## config.mk

```make
export PLATFORM = sky130hd
export DESIGN_NAME = rtc_elapse_tmr
export DESIGN_NICKNAME = d
export VERILOG_FILES = /design/src/rtl/rtc_pkg.sv /design/src/rtl/rtc_elapse_cnt.sv /design/src/rtl/rtc_ival_timer.sv /design/src/rtl/rtc_irq_stat.sv /design/src/rtl/rtc_elapse_tmr.sv
export SDC_FILE = /design/constraint.sdc
export NUM_CORES = 1
export LEC_CHECK = 0
export BUFFER_PORTS_ARGS = -buffer_cell sky130_fd_sc_hd__clkbuf_2
export CAP_MARGIN = 10
export CELL_PAD_IN_SITES_DETAIL_PLACEMENT = 0
export CELL_PAD_IN_SITES_GLOBAL_PLACEMENT = 1
export CORE_UTILIZATION = 30
export CTS_BUF_LIST = sky130_fd_sc_hd__clkbuf_16
export CTS_CLUSTER_SIZE = 24
export DETAILED_ROUTE_END_ITERATION = 8
export GPL_ROUTABILITY_DRIVEN = 1
export PLACE_DENSITY = 0.64
export SYNTH_ARGS = -nofsm -noshare
export SYNTH_HDL_FRONTEND = slang
export SYNTH_SLANG_ARGS = --single-unit
```

## constraint.sdc

```tcl
create_clock -name clk -period 2.7 [get_ports clk]
set_input_delay 0.27 -clock clk [delete_from_list [all_inputs] [get_ports clk]]
set_output_delay 0.27 -clock clk [all_outputs]
set_load 0.01 [all_outputs]
```

## src/rtl/rtc_pkg.sv

```systemverilog
// rtc_pkg: shared widths and the register word map of the elapsed-time unit.
// Assumes one 16-bit word per address and a 4-bit word address.
package rtc_pkg;
    localparam int DATA_W   = 16;
    localparam int ADDR_W   = 4;
    localparam int NUM_IV   = 2;
    localparam int IV_W     = 2 * DATA_W;
    localparam int TIME_W   = 3 * DATA_W;
    localparam int NUM_SRC  = NUM_IV + 1;

    localparam logic [ADDR_W-1:0] A_TIME_LO  = 4'd0;
    localparam logic [ADDR_W-1:0] A_TIME_MID = 4'd1;
    localparam logic [ADDR_W-1:0] A_TIME_HI  = 4'd2;
    localparam logic [ADDR_W-1:0] A_CMP_LO   = 4'd3;
    localparam logic [ADDR_W-1:0] A_CMP_MID  = 4'd4;
    localparam logic [ADDR_W-1:0] A_CMP_HI   = 4'd5;
    localparam logic [ADDR_W-1:0] A_STAT     = 4'd6;
    localparam int                IV_BASE    = 8;
    localparam int                IV_STRIDE  = 4;

    // status bit positions
    localparam int PEND_CMP = 0;
    localparam int PEND_IV0 = 1;
endpackage

```

## src/rtl/rtc_elapse_cnt.sv

```systemverilog
// rtc_elapse_cnt: 48-bit elapsed counter with staged upper words, a read
// snapshot of the lower words, and the elapsed-compare register and match.
// Assumes the bus never writes two words in one cycle.
module rtc_elapse_cnt #(
    parameter int DW = 16,
    localparam int TW = 3 * DW
) (
    input  logic          clk,
    input  logic          rst_n,
    input  logic          tick_en,
    input  logic [2:0]    wr_time,   // one-hot: 0 low, 1 middle, 2 high
    input  logic [2:0]    wr_cmp,    // one-hot: 0 low, 1 middle, 2 high
    input  logic          rd_hi,
    input  logic [DW-1:0] wdata,
    output logic [TW-1:0] time_q,
    output logic [2*DW-1:0] snap_q,
    output logic [TW-1:0] cmp_q,
    output logic          cmp_hit
);
    logic [DW-1:0] stg_hi, stg_mid;
    logic [TW-1:0] time_inc;

    assign time_inc = time_q + TW'(1);

    // Event: the tick moves the counter onto a nonzero compare value.
    assign cmp_hit = tick_en && !wr_time[0] && (cmp_q != '0) && (time_inc == cmp_q);

    // Staging registers for the upper two counter words.
    always_ff @(posedge clk) begin
        if (!rst_n) begin
            stg_hi  <= '0;
            stg_mid <= '0;
        end else begin
            if (wr_time[2]) stg_hi  <= wdata;
            if (wr_time[1]) stg_mid <= wdata;
        end
    end

    // Counter: a low-word write loads all words, otherwise count on tick.
    always_ff @(posedge clk) begin
        if (!rst_n)          time_q <= '0;
        else if (wr_time[0]) time_q <= {stg_hi, stg_mid, wdata};
        else if (tick_en)    time_q <= time_inc;
    end

    // Snapshot of the middle and low words taken on a high-word read.
    always_ff @(posedge clk) begin
        if (!rst_n)     snap_q <= '0;
        else if (rd_hi) snap_q <= time_q[2*DW-1:0];
    end

    // Compare words, each written on its own.
    for (genvar w = 0; w < 3; w++) begin : g_cmp
        always_ff @(posedge clk) begin
            if (!rst_n)         cmp_q[w*DW +: DW] <= '0;
            else if (wr_cmp[w]) cmp_q[w*DW +: DW] <= wdata;
        end
    end
endmodule

```

## src/rtl/rtc_ival_timer.sv

```systemverilog
// rtc_ival_timer: one reloadable periodic down-counter. A low-half reload
// write starts it; a zero reload keeps it idle. Assumes the high half is
// written before the low half.
module rtc_ival_timer #(
    parameter int DW = 16,
    localparam int CW = 2 * DW
) (
    input  logic          clk,
    input  logic          rst_n,
    input  logic          tick_en,
    input  logic [1:0]    wr_rld,    // 0 low half, 1 high half
    input  logic [DW-1:0] wdata,
    output logic [CW-1:0] rld_q,
    output logic [CW-1:0] cnt_q,
    output logic          fire
);
    logic active;

    assign active = (rld_q != '0);
    assign fire   = tick_en && !wr_rld[0] && active && (cnt_q <= CW'(1));

    // Reload halves.
    always_ff @(posedge clk) begin
        if (!rst_n) begin
            rld_q <= '0;
        end else begin
            if (wr_rld[1]) rld_q[CW-1:DW] <= wdata;
            if (wr_rld[0]) rld_q[DW-1:0]  <= wdata;
        end
    end

    // Down-count: load on low write, reload on event, else decrement.
    always_ff @(posedge clk) begin
        if (!rst_n)                cnt_q <= '0;
        else if (wr_rld[0])        cnt_q <= {rld_q[CW-1:DW], wdata};
        else if (fire)             cnt_q <= rld_q;
        else if (tick_en && active) cnt_q <= cnt_q - CW'(1);
    end
endmodule

```

## src/rtl/rtc_irq_stat.sv

```systemverilog
// rtc_irq_stat: sticky pending bits with write-one-to-clear and an OR'd
// interrupt. A set in the same cycle as a clear wins.
module rtc_irq_stat #(
    parameter int NSRC = 3
) (
    input  logic            clk,
    input  logic            rst_n,
    input  logic [NSRC-1:0] set,
    input  logic            clr_wr,
    input  logic [NSRC-1:0] clr_mask,
    output logic [NSRC-1:0] pend,
    output logic            irq
);
    // Pending flags.
    always_ff @(posedge clk) begin
        if (!rst_n) pend <= '0;
        else        pend <= set | (pend & ~(clr_wr ? clr_mask : '0));
    end

    assign irq = |pend;
endmodule

```

## src/rtl/rtc_elapse_tmr.sv

```systemverilog
// rtc_elapse_tmr: top of the elapsed-time / interval-timer unit. Decodes the
// word address, instantiates the counter, the timers and the status logic,
// and drives the combinational read mux. Assumes single-word accesses.
module rtc_elapse_tmr
    import rtc_pkg::*;
(
    input  logic              clk,
    input  logic              rst_n,
    input  logic              tick_en,
    input  logic              wr_en,
    input  logic              rd_en,
    input  logic [ADDR_W-1:0] addr,
    input  logic [DATA_W-1:0] wdata,
    output logic [DATA_W-1:0] rdata,
    output logic              irq
);
    logic [2:0]           wr_time, wr_cmp;
    logic [TIME_W-1:0]    time_q, cmp_q;
    logic [2*DATA_W-1:0]  snap_q;
    logic                 cmp_hit;
    logic [IV_W-1:0]      iv_rld [NUM_IV];
    logic [IV_W-1:0]      iv_cnt [NUM_IV];
    logic [NUM_IV*IV_W-1:0] iv_rld_flat, iv_cnt_flat;
    logic [NUM_IV-1:0]    iv_fire;
    logic [NUM_SRC-1:0]   ev_set, pend;
    logic                 stat_wr;

    // Write strobes for the counter and compare words.
    assign wr_time = {wr_en && addr == A_TIME_HI, wr_en && addr == A_TIME_MID,
                      wr_en && addr == A_TIME_LO};
    assign wr_cmp  = {wr_en && addr == A_CMP_HI, wr_en && addr == A_CMP_MID,
                      wr_en && addr == A_CMP_LO};
    assign stat_wr = wr_en && addr == A_STAT;

    rtc_elapse_cnt #(.DW(DATA_W)) u_cnt (
        .clk     (clk),
        .rst_n   (rst_n),
        .tick_en (tick_en),
        .wr_time (wr_time),
        .wr_cmp  (wr_cmp),
        .rd_hi   (rd_en && addr == A_TIME_HI),
        .wdata   (wdata),
        .time_q  (time_q),
        .snap_q  (snap_q),
        .cmp_q   (cmp_q),
        .cmp_hit (cmp_hit)
    );

    for (genvar i = 0; i < NUM_IV; i++) begin : g_iv
        localparam logic [ADDR_W-1:0] A_LO = ADDR_W'(IV_BASE + IV_STRIDE * i);
        localparam logic [ADDR_W-1:0] A_HI = ADDR_W'(IV_BASE + IV_STRIDE * i + 1);

        rtc_ival_timer #(.DW(DATA_W)) u_iv (
            .clk     (clk),
            .rst_n   (rst_n),
            .tick_en (tick_en),
            .wr_rld  ({wr_en && addr == A_HI, wr_en && addr == A_LO}),
            .wdata   (wdata),
            .rld_q   (iv_rld[i]),
            .cnt_q   (iv_cnt[i]),
            .fire    (iv_fire[i])
        );
        assign iv_rld_flat[i*IV_W +: IV_W] = iv_rld[i];
        assign iv_cnt_flat[i*IV_W +: IV_W] = iv_cnt[i];
    end

    assign ev_set = {iv_fire, cmp_hit};

    rtc_irq_stat #(.NSRC(NUM_SRC)) u_stat (
        .clk      (clk),
        .rst_n    (rst_n),
        .set      (ev_set),
        .clr_wr   (stat_wr),
        .clr_mask (wdata[NUM_SRC-1:0]),
        .pend     (pend),
        .irq      (irq)
    );

    // Read mux: live high word, snapshot for middle/low, timers by base.
    always_comb begin
        rdata = '0;
        if (rd_en) begin
            unique case (addr)
                A_TIME_LO:  rdata = snap_q[DATA_W-1:0];
                A_TIME_MID: rdata = snap_q[2*DATA_W-1:DATA_W];
                A_TIME_HI:  rdata = time_q[3*DATA_W-1:2*DATA_W];
                A_CMP_LO:   rdata = cmp_q[DATA_W-1:0];
                A_CMP_MID:  rdata = cmp_q[2*DATA_W-1:DATA_W];
                A_CMP_HI:   rdata = cmp_q[3*DATA_W-1:2*DATA_W];
                A_STAT:     rdata = DATA_W'(pend);
                default:    rdata = '0;
            endcase
            for (int i = 0; i < NUM_IV; i++) begin
                if (addr == ADDR_W'(IV_BASE + IV_STRIDE * i))     rdata = iv_rld[i][DATA_W-1:0];
                if (addr == ADDR_W'(IV_BASE + IV_STRIDE * i + 1)) rdata = iv_rld[i][IV_W-1:DATA_W];
                if (addr == ADDR_W'(IV_BASE + IV_STRIDE * i + 2)) rdata = iv_cnt[i][DATA_W-1:0];
                if (addr == ADDR_W'(IV_BASE + IV_STRIDE * i + 3)) rdata = iv_cnt[i][IV_W-1:DATA_W];
            end
        end
    end
endmodule

```

## Yosys cells after proc, flatten, opt, wreduce, memory -nomap -nowiden

Cells that the tools add are included.

| word-level totals | value |
|---|---|
| output and inout bits | 17 |
| word-level logic and storage cells | 90 |
| memory bits (writable) | 0 |
| register bits after elaboration | 291 |
| memories | 0 |
| latch bits | 0 |
| input bits | 25 |
| bits in read-only memories | 0 |

| operators by class | value |
|---|---|
| div/mod/pow operators | 0 |
| order comparisons | 2 |
| equality and inequality tests | 15 |
| bitwise logic cells | 3 |
| shift operators | 0 |
| reductions and logical operators | 34 |
| $mul | 0 |
| multiplexer cells | 19 |
| $add $sub $neg | 3 |

Operators by type and width:

| operator | number |
|---|---|
| 32-bit two-way mux | 6 |
| 16-bit two-way mux | 9 |
| 16-bit case mux with 7 select lines | 1 |
| 48-bit two-way mux | 2 |
| 32-bit by 1-bit less-or-equal comparator with 1-bit output (second input constant) | 2 |
| 32-bit nonzero test | 2 |
| 32-bit by 1-bit subtractor with 32-bit output (second input constant) | 2 |
| 48-bit by 1-bit adder with 48-bit output (second input constant) | 1 |
| 48-bit == test | 1 |
| 48-bit nonzero test | 1 |
| 4-bit == test (second input constant) | 8 |
| 1-bit logical AND | 23 |
| 4-bit by 3-bit == test with 1-bit output (second input constant) | 3 |
| 4-bit by 2-bit == test with 1-bit output (second input constant) | 2 |
| 3-bit nonzero test | 2 |
| 4-bit by 1-bit == test with 1-bit output (second input constant) | 1 |
| 4-bit zero test | 1 |
| 3-bit bitwise AND | 1 |
| 1-bit zero test | 3 |
| 3-bit two-way mux | 1 |
| 3-bit NOT | 1 |
| 3-bit OR | 1 |
| 3-bit OR reduction | 1 |
| 2-bit nonzero test | 1 |

## Longest topological paths before layout

| logic depth | value |
|---|---|
| word-level depth | 11 |
| depth in mapped cells | 12 |

## By module

From an unflattened synthesis, not the netlist that was laid out.

| unflattened totals | value |
|---|---|
| cells, all modules | 2195 |
| area total of the unflattened synthesis | 18138.6 µm² |

Modules (own cells, without submodules):

| module | area each (µm²) | sequential area each (µm²) | times used | cells each |
|---|---|---|---|---|
| rtc_elapse_cnt | 8704.6 | 3203.1 | 1 | 968 |
| rtc_ival_timer (g_iv[1].u_iv) | 3435.8 | 1281.2 | 1 | 413 |
| rtc_ival_timer (g_iv[0].u_iv) | 3343.2 | 1281.2 | 1 | 410 |
| rtc_elapse_tmr | 2543.7 | 0.0 | 1 | 391 |
| rtc_irq_stat | 111.4 | 60.1 | 1 | 13 |

## Worst setup path before layout

OpenSTA, ideal clock, no wires.

| timing | value |
|---|---|
| kind | flip-flop to flip-flop |
| from | register g_iv[1].u_iv.cnt_q[14] |
| to | register g_iv[1].u_iv.cnt_q[26] |
| buffers on the path | 2 |
| cell stages (with the launch flop) | 10 |
| arrival time | 2.757 ns |
| setup time | 0.128 ns |
| required time | 2.572 ns |
| setup slack | -0.184 ns |
| cells stage by stage | dfxtp_1 -> or4_4 -> or4b_4 -> or4b_4 -> buf_6 -> o21ai_4 -> buf_6 -> o21ai_0 -> a22oi_1 -> nor2_1 |

| on the way | value |
|---|---|
| word-level cells in the longest chain between the ends | 4 |
| elaborated cells on any way between the ends | 7 |
| classes of those cells | 1 x add/sub; 1 x order compare; 3 x mux; 2 x reduce/logical |

RTL lines:

| item | line | source |
|---|---|---|
| start: declaration | rtc_ival_timer.sv:14 | `output logic [CW-1:0] cnt_q,` |
| start signal: assignment | rtc_ival_timer.sv:35 | `else if (wr_rld[0]) cnt_q <= {rld_q[CW-1:DW], wdata};` |
| start signal: assignment | rtc_ival_timer.sv:36 | `else if (fire) cnt_q <= rld_q;` |
| start signal: assignment | rtc_ival_timer.sv:37 | `else if (tick_en && active) cnt_q <= cnt_q - CW'(1);` |
| 32-bit by 1-bit subtractor with 32-bit output or 32-bit by 1-bit less-or-equal comparator with 1-bit output (tied branches) | rtc_ival_timer.sv:37, rtc_ival_timer.sv:20 |  |
| 32-bit two-way mux or 1-bit logical AND (tied branches) | rtc_ival_timer.sv:37, rtc_ival_timer.sv:20 |  |
| 32-bit two-way mux | rtc_ival_timer.sv:36 |  |
| 32-bit two-way mux | rtc_ival_timer.sv:35 |  |

Parallel ways exist; a longest one is shown, timed or not. The select of a mux whose other input is x is not followed.
A chain may end at the register's enable or synchronous reset.

## Worst setup path in the final report

| timing | value |
|---|---|
| from | register g_iv[1].u_iv.cnt_q[17] |
| to | register g_iv[1].u_iv.cnt_q[21] |

Same word-level chain as after synthesis.

==> flow_metrics.py <==
metrics = {
    "outcome": {
        "status": "complete, but fails checks",
        "violations": "negative setup slack",
    },
    "detailed_routing": {
        "vias": 17700,
        "avgViaCountPerCell": 5.74,
        "wl_per_cell_microns": 24.8,
        "drt_iter0_markers": 1834,
        "post-route-drc-count": 0,
        "antenna_left": 0,
        "drtPass1Iterations": 7,
        "routed_wl_mm": 76.4,
    },
    "yosys": {
        "synth_common_cells": "481 x nand2_1, 298 x a21oi_1, 291 x dfxtp_1",
        "synth_edf_count": 0,
        "synth_ff_type": "dfxtp_1",
        "syn_area_per_cell_sq_um": 7.25,
        "synth_cells": 2213,
        "synth.top_cell.area_share_pct": 36.3,
        "async_reset_ff_share_pct": 0,
        "synth_cell_type_count": 65,
        "synth_area_leader_cell": "dfxtp_1",
        "yosys_register_bits": 291,
        "yosysMostFrequentCell": "nand2_1",
        "ys_top_cells_by_area": "dfxtp_1 36%, nand2_1 11%, a21oi_1 9.3%",
        "ys_warn_count": 0,
        "synthesis.area_sq_um": 16000,
        "ys_seq_area_share_pct": 36.3,
        "syn-num-nets": 2243,
    },
    "hold_path": {
        "hold_start": "wdata[15]",
        "hp-class": "in -> reg",
        "whs_path_depth": 3,
        "min_to": "u_cnt.stg_hi[15]",
    },
    "floorplan": {
        "die_area_sq_um": 54400,
        "die_h_microns": 233,
        "rows": 84,
        "initial_core_util_pct": 30.5,
        "die_width_microns": 233,
        "io_pins": 42,
        "coreArea_sq_um": 52700,
    },
    "critical_path": {
        "crit_type": "reg -> reg",
        "critPathArrivalTime_ps": 3270,
        "r2r-start": "g_iv[1].u_iv.cnt_q[17]",
        "path_common_cell": "or4b_4",
        "rr_worst_depth": 9,
        "critPathSlowestCell": "or4b_4",
        "slowest_delay_ps": 580,
        "cp_cell_sequence": "or4_4 -> or4b_4 -> or4b_4 -> o21ai_4 -> buf_6 -> buf_4 -> o21ai_0 -> a2bb2oi_1 -> nor2_1",
        "endpoint_kind": "register",
        "worstPathMaxFanout": 7,
        "reg2reg_to": "g_iv[1].u_iv.cnt_q[21]",
        "startpoint_type": "register",
        "rrSetupSlack_ps": -140,
        "required_ps": 3130,
    },
    "clocking": {
        "clk_pin_slew_ps": 60,
        "cts_buffers": 37,
        "clk_path_buf_depth": 3,
        "cts_tree": "done",
        "cts.sinks": 291,
        "cts-htree-levels": 2,
        "clk_latency_ps": 570,
        "cts_root_buf": "clkbuf_16",
    },
    "timing": {
        "rsz0062_at_grt": "yes",
        "hold_viol_final": 0,
        "fin_ws_ps": -139,
        "worstMarginPinSlew_ps": 965,
        "clock.fmax_mhz": 352,
        "min_period_over_period_pct": 105,
        "fin_crit_ps": 2840,
        "setup_viol": 23,
        "maxSlewHeadroom_pct": 35.7,
        "slew_viol_final": 0,
        "skew_ps": 29.7,
    },
    "grt": {
        "grt_overflow": 0,
        "antenna_found_initial": 0,
        "grt_pass1_wl_mm": 112,
        "first_global_vias": 16400,
        "gr-usage-all-layers_pct": 27.8,
        "grt_max_degree": 97,
    },
    "pwr": {
        "p_int_w": 0.0118,
        "comb_power_share_pct": 47.4,
        "p_leak_nw": 7.36,
        "clockPowerShare_pct": 25.6,
        "power_density_nw_per_um2": 981,
        "peakVddDrop_v": 0.000657,
        "power.switching_w": 0.00786,
        "seqPwrFrac_pct": 26.9,
        "switching_share_pct": 40.0,
    },
    "placed_design": {
        "hpwl_mm": 54.8,
        "dp.cells": 3012,
        "place_congestion": 0.965,
        "placed_area_sq_um": 18400,
        "portBuffers": 41,
    },
    "finish": {
        "drive_above_1_share_pct": 18.8,
        "instances_no_fill": 3082,
        "area_growth_pct": 24.9,
        "final_nets": 2398,
        "design_area_sq_um": 20000,
        "n_antenna_cell": 0,
    },
    "job": {
        "drv_cap": 0,
    },
}
[cell families (layout without fill, tap and decap cells)]
group / after synthesis / count (layout) / synth area share, %
AO/OA/AOI/OAI: 626 / 626 / 24.0
XOR/XNOR: 123 / 123 / 6.72
adder cells (fa/ha/maj): 5 / 5 / 0.390
buffers and inverters: 205 / 386 / 5.05
flip-flops: 291 / 291 / 36.3
multiplexers: 7 / 7 / 0.445
AND/OR/NAND/NOR: 956 / 956 / 27.1
[power groups by stage]
stage	combinational, W	clock (W)	sequential (W)
floorplan	0.00553	0	0.00524
global placement	0.00850	0	0.00535
detailed placement	0.00853	0	0.00536
CTS	0.00888	0.00511	0.00527
global route	0.0102	0.00526	0.00534
finish	0.00931	0.00503	0.00529
[critical path: cells and delay by family, from the launching register on]
kind            cells  cell delay, ps
compound gates      3             420
buf+inv             2             280
flops               1             320
simple gates        4            1670
[per-stage QoR]
step / setup TNS, ps / setup WS [ps] / hold slack [ps] / utilization, % / total power, W
final: -1720 / -139 / 266 / 38.0 / 0.0196
after global placement: -1740 / -138 / 443 / 35.0 / 0.0138
after floorplan: -1070 / -98.1 / 436 / - / 0.0108
after CTS: -1670 / -126 / 231 / 37.6 / 0.0193
after detailed placement: -2640 / -169 / 447 / 35.0 / 0.0139
after global routing: -4150 / -228 / 265 / 38.0 / 0.0208
[state kept, by name (all words and copies together), names as in the netlist]
name	flops
u_cnt.stg_hi	16
u_cnt.snap_q	32
u_stat.pend	3
g_iv.u_iv.rld_q	64
u_cnt.time_q	48
u_cnt.cmp_q	48
g_iv.u_iv.cnt_q	64
u_cnt.stg_mid	16
[timing repair]
action | 4_1_cts | 5_1_grt
buffers inserted | 2 | 3
hold buffers | 0 | 0
gates resized for setup | 44 | 65
pin swaps | 18 | 19
setup endpoints to repair | 34 | 39
[how the worst max path moves through the flow]
stage / slack [ps] / cells after the start / endpoint / start
3_5_place_dp: -170 / 9 / g_iv[1].u_iv.cnt_q[8] / g_iv[1].u_iv.cnt_q[17]
4_1_cts: -130 / 10 / g_iv[1].u_iv.cnt_q[28] / g_iv[1].u_iv.cnt_q[17]
5_1_grt: -230 / 10 / g_iv[1].u_iv.cnt_q[22] / g_iv[1].u_iv.cnt_q[17]
2_1_floorplan: -100 / 9 / g_iv[1].u_iv.cnt_q[28] / g_iv[1].u_iv.cnt_q[15]
3_3_place_gp: -140 / 9 / g_iv[1].u_iv.cnt_q[2] / g_iv[1].u_iv.cnt_q[17]
6_report: -140 / 9 / g_iv[1].u_iv.cnt_q[21] / g_iv[1].u_iv.cnt_q[17]
[area by class of cell]
class	count	area, sq um
Clock buffer	39	976
Fill cell	5564	32600
Clock inverter	26	215
Sequential cell	291	5850
Inverter	21	86.3
Timing Repair Buffer	300	2300
Multi-Input combinational cell	1717	9740
Tap cell	688	861
[layout by cell type (no fill, tap or decap), types with 17 or more instances in the layout]
cell         n
a211oi_1    55
and2_1      21
dfxtp_2     17
xnor2_1     64
o22ai_1     17
xor2_1      59
nand2_1    479
inv_1       30
buf_4      240
clkbuf_16   39
nor3_1      46
a21oi_1    292
o21ai_0     48
or3_1       22
dfxtp_1    274
a22oi_1     90
nor2_1     150
nand4_1     59
clkbuf_2    40
nor4_1      48
nand3_1     33
[routing by layer]
layer | track usage [%] | wire length, microns
met4 | 13.7 | 4120
met1 | 37.5 | 33000
met5 | 0 | 0
met3 | 3.65 | 5270
met2 | 43.3 | 33900
Note: power is estimated with default switching activity, not from simulation.
